[src/rtl/pin_irq_pkg.sv]
package pin_irq_pkg;

  typedef enum logic [2:0] {
    SEL_ENABLE   = 3'd0,
    SEL_POLARITY = 3'd1,
    SEL_LEVEL    = 3'd2,
    SEL_BOTH     = 3'd3,
    SEL_PENDING  = 3'd4,
    SEL_NONE     = 3'd7
  } regSelE;

  typedef struct packed {
    logic   wrEnable;
    logic   wrPolarity;
    logic   wrLevel;
    logic   wrBoth;
    logic   wrClear;
    regSelE rdSel;
  } ctrlStrobeT;

endpackage

[src/rtl/pin_irq_sync.sv]
module pin_irq_sync #(
  parameter int WIDTH  = 32,
  parameter int STAGES = 2
) (
  input  logic             clk,
  input  logic             rstN,
  input  logic [WIDTH-1:0] din,
  output logic [WIDTH-1:0] dout
);

  logic [WIDTH-1:0] stageQ [STAGES];

  for (genvar s = 0; s < STAGES; s++) begin : g_stage
    if (s == 0) begin : g_first
      always_ff @(posedge clk) begin
        if (!rstN) stageQ[s] <= '0;
        else       stageQ[s] <= din;
      end
    end else begin : g_next
      always_ff @(posedge clk) begin
        if (!rstN) stageQ[s] <= '0;
        else       stageQ[s] <= stageQ[s-1];
      end
    end
  end

  assign dout = stageQ[STAGES-1];

endmodule

[src/rtl/pin_irq_ctrl.sv]
module pin_irq_ctrl
  import pin_irq_pkg::*;
#(
  parameter int ADDR_W = 5
) (
  input  logic              wrEn,
  input  logic [ADDR_W-1:0] addr,
  output ctrlStrobeT        strobe
);

  localparam int IDX_W = ADDR_W - 2;

  logic             aligned;
  logic [IDX_W-1:0] wordIdx;
  regSelE           sel;

  assign aligned = (addr[1:0] == 2'b00);
  assign wordIdx = addr[ADDR_W-1:2];

  always_comb begin
    sel = SEL_NONE;
    if (aligned) begin
      case (wordIdx)
        IDX_W'(0): sel = SEL_ENABLE;
        IDX_W'(1): sel = SEL_POLARITY;
        IDX_W'(2): sel = SEL_LEVEL;
        IDX_W'(3): sel = SEL_BOTH;
        IDX_W'(4): sel = SEL_PENDING;
        default:   sel = SEL_NONE;
      endcase
    end
  end

  always_comb begin
    strobe            = '0;
    strobe.rdSel      = sel;
    strobe.wrEnable   = wrEn && (sel == SEL_ENABLE);
    strobe.wrPolarity = wrEn && (sel == SEL_POLARITY);
    strobe.wrLevel    = wrEn && (sel == SEL_LEVEL);
    strobe.wrBoth     = wrEn && (sel == SEL_BOTH);
    strobe.wrClear    = wrEn && (sel == SEL_PENDING);
  end

endmodule

[src/rtl/pin_irq_datapath.sv]
module pin_irq_datapath
  import pin_irq_pkg::*;
#(
  parameter int NUM_PINS = 32
) (
  input  logic                clk,
  input  logic                rstN,
  input  logic [NUM_PINS-1:0] pinSync,
  input  ctrlStrobeT          strobe,
  input  logic [NUM_PINS-1:0] wrData,
  output logic [NUM_PINS-1:0] rdData,
  output logic                irqOut
);

  logic [NUM_PINS-1:0] enableQ, polarityQ, levelQ, bothQ, pendingQ, prevQ;
  logic [NUM_PINS-1:0] eventVec, levelHit, clearMask;
  logic                irqQ;

  // per-pin trigger selection: dual-edge wins, then level, then single edge
  for (genvar i = 0; i < NUM_PINS; i++) begin : g_pin
    logic rise, fall, match;
    assign rise  = pinSync[i] & ~prevQ[i];
    assign fall  = ~pinSync[i] & prevQ[i];
    assign match = (pinSync[i] == polarityQ[i]);
    assign levelHit[i] = ~bothQ[i] & levelQ[i] & match;
    always_comb begin
      if (bothQ[i])       eventVec[i] = rise | fall;
      else if (levelQ[i]) eventVec[i] = match;
      else                eventVec[i] = polarityQ[i] ? rise : fall;
    end
  end

  assign clearMask = strobe.wrClear ? wrData : '0;

  always_ff @(posedge clk) begin
    if (!rstN) begin
      enableQ   <= '0;
      polarityQ <= '0;
      levelQ    <= '0;
      bothQ     <= '0;
      pendingQ  <= '0;
      prevQ     <= '0;
      irqQ      <= 1'b0;
    end else begin
      if (strobe.wrEnable)   enableQ   <= wrData;
      if (strobe.wrPolarity) polarityQ <= wrData;
      if (strobe.wrLevel)    levelQ    <= wrData;
      if (strobe.wrBoth)     bothQ     <= wrData;
      pendingQ <= (pendingQ & ~clearMask) | eventVec;
      prevQ    <= pinSync;
      irqQ     <= |(pendingQ & enableQ);
    end
  end

  always_comb begin
    case (strobe.rdSel)
      SEL_ENABLE:   rdData = enableQ;
      SEL_POLARITY: rdData = polarityQ;
      SEL_LEVEL:    rdData = levelQ;
      SEL_BOTH:     rdData = bothQ;
      SEL_PENDING:  rdData = pendingQ;
      default:      rdData = '0;
    endcase
  end

  assign irqOut = irqQ;


  clear_only_chk: assert property (@(posedge clk) disable iff (!rstN)
    !strobe.wrClear |=> ((pendingQ & $past(pendingQ)) == $past(pendingQ)));


  event_wins_chk: assert property (@(posedge clk) disable iff (!rstN)
    (eventVec != '0) |=> ((pendingQ & $past(eventVec)) == $past(eventVec)));


  level_set_chk: assert property (@(posedge clk) disable iff (!rstN)
    (levelHit != '0) |=> ((pendingQ & $past(levelHit)) == $past(levelHit)));


  mask_all_chk: assert property (@(posedge clk) disable iff (!rstN)
    (enableQ == '0) |=> !irqOut);


  irq_source_chk: assert property (@(posedge clk) disable iff (!rstN)
    $rose(irqOut) |-> ($past(pendingQ & enableQ) != '0));

endmodule

[src/rtl/pin_irq_bank.sv]
module pin_irq_bank
  import pin_irq_pkg::*;
#(
  parameter int NUM_PINS    = 32,
  parameter int ADDR_W      = 5,
  parameter int SYNC_STAGES = 2
) (
  input  logic                clk,
  input  logic                rstN,
  input  logic [NUM_PINS-1:0] pinIn,
  input  logic                wrEn,
  input  logic [ADDR_W-1:0]   addr,
  input  logic [NUM_PINS-1:0] wrData,
  output logic [NUM_PINS-1:0] rdData,
  output logic                irqOut
);

  logic [NUM_PINS-1:0] pinSync;
  ctrlStrobeT          strobe;

  pin_irq_sync #(.WIDTH(NUM_PINS), .STAGES(SYNC_STAGES)) sync_i (
    .clk(clk), .rstN(rstN), .din(pinIn), .dout(pinSync)
  );

  pin_irq_ctrl #(.ADDR_W(ADDR_W)) ctrl_i (
    .wrEn(wrEn), .addr(addr), .strobe(strobe)
  );

  pin_irq_datapath #(.NUM_PINS(NUM_PINS)) dp_i (
    .clk(clk), .rstN(rstN), .pinSync(pinSync), .strobe(strobe),
    .wrData(wrData), .rdData(rdData), .irqOut(irqOut)
  );

endmodule

[config.mk]
export PLATFORM = sky130hd
export DESIGN_NAME = pin_irq_bank
export DESIGN_NICKNAME = d
export VERILOG_FILES = /design/src/rtl/pin_irq_pkg.sv /design/src/rtl/pin_irq_sync.sv /design/src/rtl/pin_irq_ctrl.sv /design/src/rtl/pin_irq_datapath.sv /design/src/rtl/pin_irq_bank.sv
export SDC_FILE = /design/constraint.sdc
export NUM_CORES = 1
export LEC_CHECK = 0
export ABC_CLOCK_PERIOD_IN_PS = 2200
export CORE_MARGIN = 2
export CORE_UTILIZATION = 30
export CTS_CLUSTER_DIAMETER = 50
export DETAILED_ROUTE_END_ITERATION = 6
export SYNTH_ARGS = -nofsm -noshare
export SYNTH_HDL_FRONTEND = slang
export SYNTH_HIERARCHICAL = 1
export SYNTH_SLANG_ARGS = --single-unit
[constraint.sdc]
create_clock -name clk -period 2.2 [get_ports clk]
set_input_delay 0.44 -clock clk [delete_from_list [all_inputs] [get_ports clk]]
set_output_delay 0.44 -clock clk [all_outputs]
set_load 0.02 [all_outputs]
==> impl_metrics.py <==
metrics = {
    "status": {
        "status": "finished, violations left",
        "violations": "negative setup slack",
    },
    "critical_path": {
        "worstPathMaxFanout": 7,
        "critPathCaptureType": "output port",
        "crit_type": "in2out",
        "cp.required_ns": 1.76,
        "start_kind": "input pin",
        "reg2reg_depth": 6,
        "worstPathArrival_ns": 2.19,
    },
    "floorplanning": {
        "start_util": 0.303,
        "fp-row-count": 75,
        "die_h_um": 209,
        "core-area_um2": 41800,
        "die_w_um": 209,
        "die_area_um2": 43900,
        "io_pins": 105,
    },
    "route": {
        "drc_errors": 0,
        "first_pass_iters": 6,
        "routed.top_layer": "met5",
        "route.met2.wl_um": 16100,
        "vias": 9041,
        "drt_iter0_drc": 356,
        "drt_wl_total_um": 33900,
        "route.met3.wl_um": 1280,
        "wl_per_cell_um": 18.0,
        "wl_met1_um": 16000,
        "vias_per_cell": 4.79,
        "ant_nets": 0,
    },
    "layout": {
        "fin_area_um2": 16200,
        "antenna_cells": 0,
        "layout.cells.non_filler": 1889,
        "final_util": 0.387,
        "drive_gt1_frac": 0.253,
        "syn2layout_area_growth_pct": 27.7,
        "num-fill-cells": 4008,
        "layout.nets": 1469,
    },
    "place": {
        "portBuffers": 104,
        "gp_congestion": 0.820,
        "place_area_um2": 14800,
        "dp.cells": 1826,
        "dpl.hpwl_um": 23300,
    },
    "cts": {
        "insertion_delay_ns": 0.57,
        "clock-sinks": 257,
        "htree_levels": 1,
        "clkTransAtPathRegs_ns": 0.06,
        "root_buffer": "clkbuf_16",
        "cts_made_buffers": 31,
        "cts_tree": "done",
        "cts_buffer_depth": 3,
    },
    "timing": {
        "period_share": 1.19,
        "fmax_mhz": 381,
        "hold_violations": 0,
        "tightest_slew_ns": 0.433,
        "fin_ws_ns": -0.427,
        "fin_crit_ns": 2.63,
        "setup_viol": 32,
        "rsz0062_at_grt": "yes",
        "skew_ns": 0.0110,
        "slew_violations": 0,
        "slew_headroom": 0.711,
    },
    "synth": {
        "syn_nets": 1336,
        "syn_inst": 1200,
        "yosys_warnings": 6,
        "seq_area_frac_synth": 0.406,
        "synth_cell_types": 38,
        "ys_seq_elements": 257,
        "netlist_area_um2": 12700,
        "syn_area_per_cell_um2": 10.5,
    },
    "global_route": {
        "grt.overflow.total": 0,
        "grt_usage": 0.154,
        "grt_start_max_net_pins": 64,
        "grt_pass1_wl_um": 53100,
        "antenna_found_initial": 1,
        "grt_pass1_vias": 8988,
    },
    "power": {
        "vdd_drop_max_uv": 505,
        "p_per_area_nw_per_um2": 656,
        "p_leak_nw": 5.70,
    },
    "worst_hold_path": {
        "worstHoldPathCells": 2,
        "worst_hold_path_type": "in2reg",
    },
    "job": {
        "maxCapViolCount": 0,
    },
}
==> sequential cells by signal, indices dropped and copies added, names as in the netlist <==
register        flops
sync_i/stageQ      64
dp_i/bothQ         32
dp_i/enableQ       32
dp_i/levelQ        32
dp_i/pendingQ      32
dp_i/polarityQ     32
dp_i/prevQ         32
dp_i/irqOut         1
==> final timing paths <==
kind	slack (ns)	endpoint	start
max	-0.43	rdData[7]	addr[4]
min	0.31	dp_i/pendingQ[23]$_SDFF_PN0_	rstN
max reg2reg	0.66	dp_i/pendingQ[0]$_SDFF_PN0_	sync_i/stageQ[1][0]$_SDFF_PN0_
min reg2reg	0.44	sync_i/stageQ[1][30]$_SDFF_PN0_	sync_i/stageQ[0][30]$_SDFF_PN0_
==> metrics by stage <==
stage | hold slack [ns] | TNS [ns] | power (mW) | worst slack (ns)
after global placement | 0.426 | -83.74 | 5.68 | -1.16
after CTS | 0.296 | -10.08 | 10.8 | -0.424
after detailed placement | 0.424 | -85.68 | 5.69 | -1.18
final | 0.307 | -10.56 | 10.6 | -0.427
after floorplan | 0.420 | 0 | 5.34 | 0.00770
after global routing | 0.324 | -12.45 | 11.0 | -0.464
==> cell usage after synthesis, drive strengths merged <==
master | number | area, µm²
a31oi | 1 | 6.26
nor2 | 3 | 18.8
nand4 | 4 | 25.0
a21boi | 32 | 240
nor3 | 2 | 10.0
or3 | 2 | 12.5
o22a | 1 | 8.76
clkbuf | 32 | 128
o31a | 32 | 280
or4b | 1 | 13.8
inv | 64 | 240
ha | 64 | 801
mux2 | 31 | 450
buf | 38 | 272
o41a | 1 | 11.3
a22oi | 78 | 771
dfxtp | 257 | 5140
and2 | 96 | 681
o22ai | 32 | 200
nor2b | 194 | 1230
xor2 | 32 | 280
nor3b | 1 | 12.5
nor4b | 1 | 8.76
a2111o | 1 | 11.3
mux2i | 129 | 1290
and4b | 1 | 10.0
a211oi | 64 | 480
nand2 | 6 | 22.5
==> cells in the final DEF (no fill, tap or decap), drive strengths merged, types with 31 or more instances in the layout <==
master         count
dfxtp            257
nor2b            194
mux2i            129
buf              103
and2              96
a22oi             78
clkdlybuf4s50     66
inv               65
a211oi            64
ha                64
clkbuf            40
xor2              32
a21boi            32
o31a              32
o22ai             32
mux2              31
==> cell families after synthesis <==
| family | count (synthesis) | synth area share |
|---|---|---|
| xor gates and xnor gates | 32 | 0.0221 |
| muxes | 160 | 0.138 |
| buffers and inverters | 134 | 0.0505 |
| adders and majority gates | 64 | 0.0633 |
| DFF | 257 | 0.406 |
| AOI/OAI and AO/OA | 242 | 0.159 |
| and+or+nand+nor | 311 | 0.161 |
==> layer usage <==
layer / global-route usage / vias to the layer above
met3: 0.0268 / 40
met2: 0.259 / 133
met5: 0 / -
li1: - / 4458
met4: 0.0291 / 2
met1: 0.209 / 4408
==> power by group <==
group	internal (mW)	leakage, nW	switching, mW	total, mW
logic	0.416	3.14	0.350	0.766
clock network	3.00	0.470	1.97	4.97
registers	4.77	2.09	0.0983	4.87
==> worst max-delay path, cell delays in order <==
cell and delay, ns:
buf_6 0.09, a2111o_2 0.49, buf_12 0.17, buf_12 0.15, buf_6 0.11, mux2_4 0.29
a22oi_2 0.16, o22ai_2 0.12, buf_6 0.16
==> cell type report <==
class                   instances  area (µm²)  area share
repair buffers                170        1930       0.119
flip-flops and latches        257        5140       0.318
clock buffers                  40         840      0.0519
well taps                     539         674      0.0417
inverters                      64         240      0.0149
multi-input cells             809        7200       0.445
clock inverters                10         140     0.00867
==> timing repair <==
action                                  CTS  global route
gates resized for setup                 252             4
pin swaps                                36             6
hold buffers                              0             0
endpoints found under the setup margin   32            32
gates cloned                              4             0
buffers inserted                          8             2
(Power assumes the default switching activity.)
